==> src/rtl/ckey_pkg.sv <==
package ckey_pkg;

  localparam int RED_W   = 5;
  localparam int GRN_W   = 6;
  localparam int BLU_W   = 5;
  localparam int PIX_W   = RED_W + GRN_W + BLU_W;
  localparam int THR_W   = 2;
  localparam int SW_W    = PIX_W + THR_W;
  localparam int SEG_W   = 7;
  localparam int DIGITS  = 7;
  localparam int CMP_W   = GRN_W;

  typedef struct packed {
    logic [RED_W-1:0] r;
    logic [GRN_W-1:0] g;
    logic [BLU_W-1:0] b;
  } rgb565_t;

  typedef enum logic [1:0] {
    MODE_FILTER  = 2'd0,
    MODE_BYPASS  = 2'd1,
    MODE_PREVIEW = 2'd2
  } key_mode_e;

  function automatic logic [CMP_W-1:0] limit_of(input logic [THR_W-1:0] code);
    logic [CMP_W-1:0] lim;
    case (code)
      2'd0:    lim = 6'd0;
      2'd1:    lim = 6'd2;
      2'd2:    lim = 6'd4;
      default: lim = 6'd8;
    endcase
    return lim;
  endfunction

  function automatic logic [CMP_W-1:0] abs_diff(input logic [CMP_W-1:0] a,
                                                input logic [CMP_W-1:0] b);
    return (a > b) ? (a - b) : (b - a);
  endfunction

  // active-low, bit0 = segment a ... bit6 = segment g
  function automatic logic [SEG_W-1:0] hex_to_seg(input logic [3:0] h);
    logic [SEG_W-1:0] lit;
    case (h)
      4'h0: lit = 7'h3F;
      4'h1: lit = 7'h06;
      4'h2: lit = 7'h5B;
      4'h3: lit = 7'h4F;
      4'h4: lit = 7'h66;
      4'h5: lit = 7'h6D;
      4'h6: lit = 7'h7D;
      4'h7: lit = 7'h07;
      4'h8: lit = 7'h7F;
      4'h9: lit = 7'h6F;
      4'hA: lit = 7'h77;
      4'hB: lit = 7'h7C;
      4'hC: lit = 7'h39;
      4'hD: lit = 7'h5E;
      4'hE: lit = 7'h79;
      default: lit = 7'h71;
    endcase
    return ~lit;
  endfunction

endpackage

==> src/rtl/ckey_btn_sync.sv <==
module ckey_btn_sync #(
  parameter int N_BTN  = 2,
  parameter int STAGES = 2
) (
  input  logic             clk,
  input  logic             rst_n,
  input  logic [N_BTN-1:0] i_btn_n,
  output logic [N_BTN-1:0] o_pressed
);

  logic [N_BTN-1:0] chain_q [STAGES];
  logic [N_BTN-1:0] chain_d [STAGES];

  genvar s;
  generate
    for (s = 0; s < STAGES; s++) begin : g_stage
      if (s == 0) begin : g_first
        always_comb chain_d[s] = i_btn_n;
      end else begin : g_rest
        always_comb chain_d[s] = chain_q[s-1];
      end

      always_ff @(posedge clk or negedge rst_n) begin
        if (!rst_n) chain_q[s] <= {N_BTN{1'b1}};
        else        chain_q[s] <= chain_d[s];
      end
    end
  endgenerate

  assign o_pressed = ~chain_q[STAGES-1];

endmodule

==> src/rtl/ckey_match.sv <==
module ckey_match
  import ckey_pkg::*;
(
  input  logic             clk,
  input  logic             rst_n,
  input  logic [PIX_W-1:0] i_pixel,
  input  logic             i_valid,
  input  rgb565_t          i_key,
  input  logic [THR_W-1:0] i_thr,
  output logic [PIX_W-1:0] o_pixel,
  output logic             o_valid,
  output logic             o_hit
);

  rgb565_t          px;
  logic [CMP_W-1:0] lim;
  logic [CMP_W-1:0] d_r, d_g, d_b;
  logic             hit_d;

  logic [PIX_W-1:0] pix_q, pix_d;
  logic             vld_q;
  logic             hit_q, hit_q_d;

  always_comb begin
    px    = rgb565_t'(i_pixel);
    lim   = limit_of(i_thr);
    d_r   = abs_diff({px.r, 1'b0}, {i_key.r, 1'b0});
    d_g   = abs_diff(px.g, i_key.g);
    d_b   = abs_diff({px.b, 1'b0}, {i_key.b, 1'b0});
    hit_d = (d_r <= lim) && (d_g <= lim) && (d_b <= lim);
    pix_d   = i_valid ? i_pixel : pix_q;
    hit_q_d = i_valid ? hit_d   : hit_q;
  end

  always_ff @(posedge clk or negedge rst_n) begin
    if (!rst_n) begin
      pix_q <= '0;
      vld_q <= 1'b0;
      hit_q <= 1'b0;
    end else begin
      pix_q <= pix_d;
      vld_q <= i_valid;
      hit_q <= hit_q_d;
    end
  end

  assign o_pixel = pix_q;
  assign o_valid = vld_q;
  assign o_hit   = hit_q;

  AST_EXACT_AT_ZERO: assert property (@(posedge clk) disable iff (!rst_n)
    (vld_q && hit_q && $past(i_thr) == 2'd0) |-> (pix_q == $past(i_key)));

endmodule

==> src/rtl/ckey_seg_bank.sv <==
module ckey_seg_bank
  import ckey_pkg::*;
(
  input  rgb565_t                  i_key,
  input  logic [THR_W-1:0]         i_thr,
  output logic [DIGITS*SEG_W-1:0]  o_seg
);

  logic [7:0] red8, grn8, blu8;
  logic [3:0] nib [DIGITS];

  always_comb begin
    red8   = {{(8-RED_W){1'b0}}, i_key.r};
    grn8   = {{(8-GRN_W){1'b0}}, i_key.g};
    blu8   = {{(8-BLU_W){1'b0}}, i_key.b};
    nib[6] = red8[7:4];
    nib[5] = red8[3:0];
    nib[4] = grn8[7:4];
    nib[3] = grn8[3:0];
    nib[2] = blu8[7:4];
    nib[1] = blu8[3:0];
    nib[0] = {{(4-THR_W){1'b0}}, i_thr};
  end

  genvar d;
  generate
    for (d = 0; d < DIGITS; d++) begin : g_digit
      assign o_seg[d*SEG_W +: SEG_W] = hex_to_seg(nib[d]);
    end
  endgenerate

endmodule

==> src/rtl/chroma_keyer.sv <==
module chroma_keyer
  import ckey_pkg::*;
(
  input  logic        clk,
  input  logic        rst_n,
  input  logic [15:0] i_pixel,
  input  logic        i_valid,
  input  logic [17:0] i_sw,
  input  logic        i_btn_preview_n,
  input  logic        i_btn_bypass_n,
  output logic [15:0] o_pixel,
  output logic        o_valid,
  output logic [48:0] o_seg
);

  localparam int SYNC_STAGES = 2;
  localparam int N_BTN       = 2;

  // reset: asserted asynchronously, released on a clock edge
  logic [1:0] rst_sync_q;
  logic       rst_n_int;

  always_ff @(posedge clk or negedge rst_n) begin
    if (!rst_n) rst_sync_q <= 2'b00;
    else        rst_sync_q <= {rst_sync_q[0], 1'b1};
  end
  assign rst_n_int = rst_sync_q[1];

  // switch decode
  rgb565_t          key;
  logic [THR_W-1:0] thr;

  always_comb begin
    key = rgb565_t'(i_sw[PIX_W-1:0]);
    thr = i_sw[SW_W-1:PIX_W];
  end

  // buttons
  logic [N_BTN-1:0] pressed;
  key_mode_e        mode;

  ckey_btn_sync #(.N_BTN(N_BTN), .STAGES(SYNC_STAGES)) u_sync (
    .clk       (clk),
    .rst_n     (rst_n_int),
    .i_btn_n   ({i_btn_bypass_n, i_btn_preview_n}),
    .o_pressed (pressed)
  );

  always_comb begin
    if (pressed[0])      mode = MODE_PREVIEW;
    else if (pressed[1]) mode = MODE_BYPASS;
    else                 mode = MODE_FILTER;
  end

  // stage 1: compare
  logic [PIX_W-1:0] s1_pixel;
  logic             s1_valid;
  logic             s1_hit;

  ckey_match u_match (
    .clk     (clk),
    .rst_n   (rst_n_int),
    .i_pixel (i_pixel),
    .i_valid (i_valid),
    .i_key   (key),
    .i_thr   (thr),
    .o_pixel (s1_pixel),
    .o_valid (s1_valid),
    .o_hit   (s1_hit)
  );

  // stage 2: select
  logic [PIX_W-1:0] sel_pix;
  logic [PIX_W-1:0] out_pix_q, out_pix_d;
  logic             out_vld_q;

  always_comb begin
    case (mode)
      MODE_PREVIEW: sel_pix = key;
      MODE_BYPASS:  sel_pix = s1_pixel;
      default:      sel_pix = s1_hit ? '0 : s1_pixel;
    endcase
    out_pix_d = s1_valid ? sel_pix : out_pix_q;
  end

  always_ff @(posedge clk or negedge rst_n_int) begin
    if (!rst_n_int) begin
      out_pix_q <= '0;
      out_vld_q <= 1'b0;
    end else begin
      out_pix_q <= out_pix_d;
      out_vld_q <= s1_valid;
    end
  end

  assign o_pixel = out_pix_q;
  assign o_valid = out_vld_q;

  // readout
  ckey_seg_bank u_seg (
    .i_key (key),
    .i_thr (thr),
    .o_seg (o_seg)
  );

  // cycles since reset, for the history-based checks below
  logic [1:0] age_q;
  always_ff @(posedge clk or negedge rst_n_int) begin
    if (!rst_n_int)         age_q <= 2'd0;
    else if (age_q != 2'd2) age_q <= age_q + 2'd1;
  end

  AST_VALID_LATENCY: assert property (@(posedge clk) disable iff (!rst_n_int)
    (age_q == 2'd2) |-> (o_valid == $past(i_valid, 2)));

  AST_PREVIEW_KEY: assert property (@(posedge clk) disable iff (!rst_n_int)
    (o_valid && $past(mode == MODE_PREVIEW)) |-> (o_pixel == $past(i_sw[PIX_W-1:0])));

  AST_BYPASS_PASS: assert property (@(posedge clk) disable iff (!rst_n_int)
    (age_q == 2'd2 && o_valid && $past(mode == MODE_BYPASS)) |-> (o_pixel == $past(i_pixel, 2)));

  AST_KEYED_BLACK: assert property (@(posedge clk) disable iff (!rst_n_int)
    (o_valid && $past(mode == MODE_FILTER && s1_hit)) |-> (o_pixel == 16'h0000));

endmodule

==> config.mk <==
export PLATFORM = sky130hd
export DESIGN_NAME = chroma_keyer
export DESIGN_NICKNAME = d
export VERILOG_FILES = /design/src/rtl/ckey_pkg.sv /design/src/rtl/ckey_btn_sync.sv /design/src/rtl/ckey_match.sv /design/src/rtl/ckey_seg_bank.sv /design/src/rtl/chroma_keyer.sv
export SDC_FILE = /design/constraint.sdc
export NUM_CORES = 1
export LEC_CHECK = 0
export BUFFER_PORTS_ARGS = -buffer_cell sky130_fd_sc_hd__buf_2
export CAP_MARGIN = 25
export CORE_UTILIZATION = 54
export DETAILED_ROUTE_END_ITERATION = 8
export PLACE_DENSITY = 0.93
export SLEW_MARGIN = 20
export SYNTH_ARGS = -nofsm -noshare
export SYNTH_HDL_FRONTEND = slang
export SYNTH_SLANG_ARGS = --single-unit
==> constraint.sdc <==
create_clock -name clk -period 1.7 [get_ports clk]
set_clock_uncertainty 0.1 [all_clocks]
set_input_delay 0.085 -clock clk [delete_from_list [all_inputs] [get_ports clk]]
set_output_delay 0.085 -clock clk [all_outputs]
set_load 0.02 [all_outputs]
==> results_dict.tcl, run 1 <==
set metrics [dict create \
    status "finished, violations left" \
    violations "negative setup slack" \
    grt_pass1_vias 4017 \
    fin_crit_sh 1.72 \
    synthCells 431 \
    io_buffers 96 \
    synth-compound-area-share 0.198 \
    fp.dieH_um 86.8 \
    core_um2 6870 \
    grt_first_pass_wirelength_um 18400 \
    clock-sinks 41 \
    synthArstFlopShare 1.00 \
    placed_cell_area_um2 5080 \
    drv_slew 0 \
    first_iter_violations 226 \
    ys_seq_area_frac 0.265 \
    dp.cells 693 \
    muxShareOfSynthArea 0.0927 \
    postLayoutCellArea_um2 5300 \
    critPathCaptureType "flip-flop" \
    yosys.area_share.simple 0.124 \
    cp.arrival_ns 3.02 \
    fin_total_pwr_mw 3.54 \
    p_per_area_nw_per_um2 668 \
    r2r_start "u_sync.chain_q[0]" \
    wire_per_inst_um 16.1 \
    hold_ws_ns 0.0300 \
    ir_worst_vdd_uv 591 \
    viasPerCell 5.62 \
    pwr-share-seq 0.320 \
    pin_count 105 \
    fp-row-count 30 \
    drtAntennaViolNets 0 \
    nFillCells 450 \
    crit_fanout 3 \
    power_leakage_nw 2.75 \
    grtUsageTotal 0.314 \
    p_int_mw 2.26 \
    combPwrFrac 0.450 \
    final_common_cell "buf_4" \
    rsz0062_at_grt "true" \
    fin_cells 710 \
    synth_top_family_by_area "adder cells" \
    cts_root_buffer "clkbuf_8" \
    syn-cell-area_um2 3890 \
    fin_nets 711 \
    syn_to_final_growth_pct 36.3 \
    place_congestion 1.00 \
    ys.flop_type "dfrtp_1" \
    path_class "primary input to flip-flop" \
    synth.distinct_cells 59 \
    crit_required_ns 1.80 \
    hold_start "i_pixel[0]" \
    vias 3990 \
    die_area_um2 7540 \
    drive_gt1_frac 0.414 \
    switchingPower_mw 1.28 \
    finalHoldViolations 0 \
    path_clk_slew_ns 0.09 \
    clkPwrFrac 0.230 \
    synth_xor_area_frac 0.0180 \
    crit_start "i_pixel[5]" \
    maxCapViolCount 0 \
    fin_ws_ns -1.22 \
    fmax_mhz 343 \
    htree_levels 2 \
    p_sw_frac 0.363 \
    antenna_found_initial 0 \
    yosys_warnings 0 \
    final_cell_mix "buf_4, buf_2, ha_1" \
    max-clock-path-buffers 2 \
    synthAdderAreaFrac 0.201 \
    synth_seq_cells 41 \
    num_antenna_cells 0 \
    die_w_um 86.8 \
    postRouteWirelength_um 11500 \
    utilization 0.771 \
    worstSkewPairLatency_ns 0.30 \
    syn_avg_cell_area_um2 9.02 \
    setup_viol 1 \
    drc 0 \
    cts_tree "yes" \
    hp-class "primary input to flip-flop" \
    cts_buffers 5 \
    dr.pass1.iters 5 \
    cts_setup_buffers 0 \
    synth_edf_count 0 \
    period_needed_ns 2.92 \
    dpl.hpwl_um 8900 \
    start_util 0.566 \
    grt_max_degree 33 \
    grt-ovfl-total 0 \
    crit_path_start_kind "primary input" \
]
==> worst paths after layout <==
check	end	slack, ns	depth (start not counted)
min reg2reg	o_pixel[4]	0.05	0
min	u_match.o_pixel[0]	0.03	3
max	u_match.o_hit	-1.22	18
min in group asynchronous	o_pixel[4]	0.05	0
max reg2reg	o_pixel[10]	0.17	4
max in group asynchronous	rst_sync_q[0]	0.86	3
==> sequential cells by signal, summed over array words and instances, names as in the netlist <==
signal,count
u_sync.chain_d,2
u_sync.chain_q,2
o_pixel,16
rst_sync_q,2
u_match.o_pixel,16
u_match.o_hit,1
o_valid,1
u_match.o_valid,1
==> worst max-delay path, cell delays in order <==
cell,delay [ns]
buf_2,0.11
inv_1,0.06
ha_2,0.18
inv_2,0.05
fa_2,0.35
a21oi_2,0.15
nor2b_2,0.06
o21ai_1,0.12
a21o_1,0.15
mux2i_1,0.23
xnor2_1,0.11
ha_1,0.31
nor2b_1,0.15
o21a_1,0.16
o21ai_1,0.11
and4_1,0.23
o221ai_2,0.11
o41ai_2,0.28
==> power by group through the flow <==
stage | sequential, mW | combinational [mW] | clock (mW)
2_1_floorplan | 1.20 | 0.875 | 0
3_3_place_gp | 1.14 | 1.45 | 0
3_5_place_dp | 1.15 | 1.54 | 0
4_1_cts | 1.13 | 1.58 | 0.811
5_1_grt | 1.14 | 1.72 | 0.849
6_report | 1.13 | 1.59 | 0.814
==> cells in the mapped netlist, types with 2 or more instances <==
cell type | count | area, um2
ha_1 | 53 | 663
a21oi_1 | 41 | 205
inv_1 | 40 | 150
dfrtp_1 | 37 | 926
nor2_1 | 34 | 128
nand2_1 | 22 | 82.6
mux2_2 | 20 | 225
buf_4 | 18 | 135
a2bb2oi_1 | 16 | 140
clkbuf_1 | 15 | 56.3
o21ai_0 | 10 | 50.1
mux2i_1 | 9 | 90.1
nor2b_1 | 8 | 50.1
xnor2_1 | 7 | 61.3
fa_1 | 6 | 120
nand4_1 | 6 | 37.5
a21o_1 | 5 | 37.5
or2_2 | 5 | 31.3
a21o_2 | 4 | 35.0
a31oi_1 | 4 | 25.0
buf_2 | 4 | 20.0
dfstp_2 | 4 | 105
nand3_1 | 4 | 20.0
o21a_1 | 4 | 30.0
o22ai_1 | 4 | 25.0
a22o_1 | 3 | 26.3
nand3b_1 | 3 | 22.5
o32ai_1 | 3 | 26.3
or3_1 | 3 | 18.8
and4_1 | 2 | 17.5
clkinv_1 | 2 | 7.51
conb_1 | 2 | 7.51
mux4_2 | 2 | 45.0
nand2b_1 | 2 | 12.5
nor3_1 | 2 | 10.0
nor4_1 | 2 | 12.5
o211ai_1 | 2 | 15.0
o31ai_1 | 2 | 15.0
==> metal layers <==
layer	global-route usage	vias to the layer above	wire [um]
li1	-	1852	-
met1	0.354	1910	4540
met2	0.575	180	5750
met3	0.0619	48	712
met4	0.130	0	452
met5	0	-	0
==> metrics by stage <==
stage          setup WS, ns  TNS, ns
2_1_floorplan         -1.23    -1.23
3_3_place_gp          -1.32    -1.32
3_5_place_dp          -1.52    -1.52
4_1_cts               -1.18    -1.18
5_1_grt               -1.36    -1.36
6_report              -1.22    -1.22
==> kinds of logic after synthesis <==
group / count (synthesis)
compound gates: 112
fa+ha+maj: 59
mux: 31
buf+inv: 81
other cells: 2
flops: 41
simple gates: 97
xor+xnor: 8
==> what timing repair did <==
action,in CTS,in global routing
setup endpoints to repair,1,1
pin swaps,3,0
hold buffers,9,0
gates resized for setup,4,2
endpoints found under the hold margin,9,0
==> cell type report <==
cell class	instances	area, um2	share of cell area
Multi-Input combinational cell	316	2510	0.474
Timing Repair Buffer	207	1360	0.257
Sequential cell	41	1030	0.195
Inverter	42	158	0.0298
Tap cell	96	120	0.0227
Clock buffer	5	68.8	0.0130
Clock inverter	3	46.3	0.00874
(Power assumes the default switching activity.)
==> run 2, diff against run 1 <==
CORE_ASPECT_RATIO = 0.6   (was unset)
==> results_dict.tcl, run 2 (synthesis gave the netlist of run 1 again) <==
set metrics [dict create \
    viasPerCell 5.78 \
    dpl.hpwl_um 9220 \
    violations "design-rule violations, negative setup slack" \
    hp-class "primary input to flip-flop" \
    final_common_cell "buf_4" \
    antenna_found_initial 0 \
    place_congestion 1.02 \
    fp-row-count 23 \
    pwr-share-seq 0.280 \
    cp.arrival_ns 3.14 \
    p_int_mw 2.67 \
    path_class "primary input to flip-flop" \
    critPathCaptureType "flip-flop" \
    finalHoldViolations 0 \
    final_cell_mix "buf_4, buf_2, ha_1" \
    grt_pass1_vias 4106 \
    cts_root_buffer "clkbuf_16" \
    fin_ws_ns -1.36 \
    status "finished, violations left" \
    rsz0062_at_grt "true" \
    fin_cells 701 \
    fin_nets 711 \
    core_um2 6820 \
    io_buffers 96 \
    utilization 0.787 \
    postLayoutCellArea_um2 5370 \
    max-clock-path-buffers 2 \
    postRouteWirelength_um 12400 \
    num_antenna_cells 0 \
    crit_fanout 2 \
    dp.cells 682 \
    first_iter_violations 393 \
    grt-ovfl-total 0 \
    crit_path_start_kind "primary input" \
    crit_required_ns 1.77 \
    grt_first_pass_wirelength_um 19300 \
    htree_levels 2 \
    die_area_um2 7550 \
    wire_per_inst_um 17.7 \
    syn_to_final_growth_pct 38.1 \
    grtUsageTotal 0.333 \
    fmax_mhz 327 \
    tns_ns -1.36 \
    fin_total_pwr_mw 4.02 \
    fin_crit_sh 1.80 \
    setup_viol 1 \
    pin_count 105 \
    drv_slew 0 \
    drive_gt1_frac 0.412 \
    cts_setup_buffers 0 \
    maxCapViolCount 0 \
    cts_tree "yes" \
    p_per_area_nw_per_um2 748 \
    drtAntennaViolNets 0 \
    grt_max_degree 40 \
    p_sw_frac 0.336 \
    nFillCells 424 \
    power_leakage_nw 2.78 \
    dpl_worst_slack_ns -1.55 \
    path_clk_slew_ns 0.07 \
    ir_worst_vdd_uv 618 \
    dr.pass1.iters 7 \
    clkPwrFrac 0.313 \
    hold_ws_ns 0.0545 \
    clock-sinks 41 \
    placed_cell_area_um2 5030 \
    die_w_um 112 \
    worstSkewPairLatency_ns 0.29 \
    start_util 0.570 \
    combPwrFrac 0.406 \
    vias 4054 \
    period_needed_ns 3.06 \
    drc 10 \
    switchingPower_mw 1.35 \
    cts_buffers 5 \
    fp.dieH_um 67.7 \
]
-- run 2: cell count changes in the layout (fill, tap and decap cells not counted), sizes merged --
cell         delta
buf             -2
bufinv          +1
clkinv          -1
clkinvlp        -1
dlygate4sd3     +2
inv             +1
-- run 2: final cells by class --
type / count / area, um2 / share of cell area
Tap cell: 87 / 109 / 0.0203
Clock buffer: 5 / 125 / 0.0233
Inverter: 42 / 158 / 0.0294
Timing Repair Buffer: 207 / 1350 / 0.251
Sequential cell: 41 / 1030 / 0.192
Clock inverter: 3 / 68.8 / 0.0128
Multi-Input combinational cell: 316 / 2530 / 0.471
-- run 2: routing by layer --
metal,global-route usage,vias to the layer above,wire length (um),share of wire
met3,0.0880,51,1020,0.082
met4,0.147,0,413,0.033
li1,-,1856,-,-
met5,0,-,0,0
met2,0.613,234,5940,0.48
met1,0.376,1913,5050,0.41
-- run 2: worst paths after layout --
check,startpoint,end,slack (ns),depth (start not counted)
max,i_pixel[5],u_match.o_hit,-1.36,18
min,i_valid,u_match.o_valid,0.05,1
max reg2reg,u_sync.chain_q[0],o_pixel[5],0.20,4
min reg2reg,rst_sync_q[1],o_pixel[0],0.20,1
max in group asynchronous,rst_n,rst_sync_q[1],0.83,3
min in group asynchronous,rst_sync_q[1],o_pixel[0],0.20,1
-- run 2: worst max-delay path, cell delays in order --
cell      delay [ns]
buf_2           0.11
inv_1           0.05
ha_1            0.15
inv_2           0.05
fa_2            0.35
a21oi_2         0.14
nor2b_1         0.08
o21ai_1         0.14
a21o_1          0.20
mux2i_2         0.26
xnor2_1         0.16
ha_1            0.27
nor2b_1         0.13
o21a_1          0.16
o21ai_1         0.10
and4_1          0.23
o221ai_2        0.12
o41ai_2         0.36
-- run 2: repair_timing --
| action | 4_1_cts | 5_1_grt |
|---|---|---|
| setup endpoints to repair | 2 | 3 |
| gates resized for setup | 7 | 3 |
| hold buffers | 10 | 1 |
| endpoints found under the hold margin | 10 | 1 |
-- run 2: power by group through the flow --
| stage | sequential [mW] | combinational (mW) | clock, mW |
|---|---|---|---|
| after floorplan | 1.20 | 0.875 | 0 |
| after CTS | 1.12 | 1.59 | 1.27 |
| after detailed placement | 1.14 | 1.54 | 0 |
| after global placement | 1.13 | 1.45 | 0 |
| final | 1.13 | 1.63 | 1.26 |
| after global routing | 1.13 | 1.75 | 1.31 |
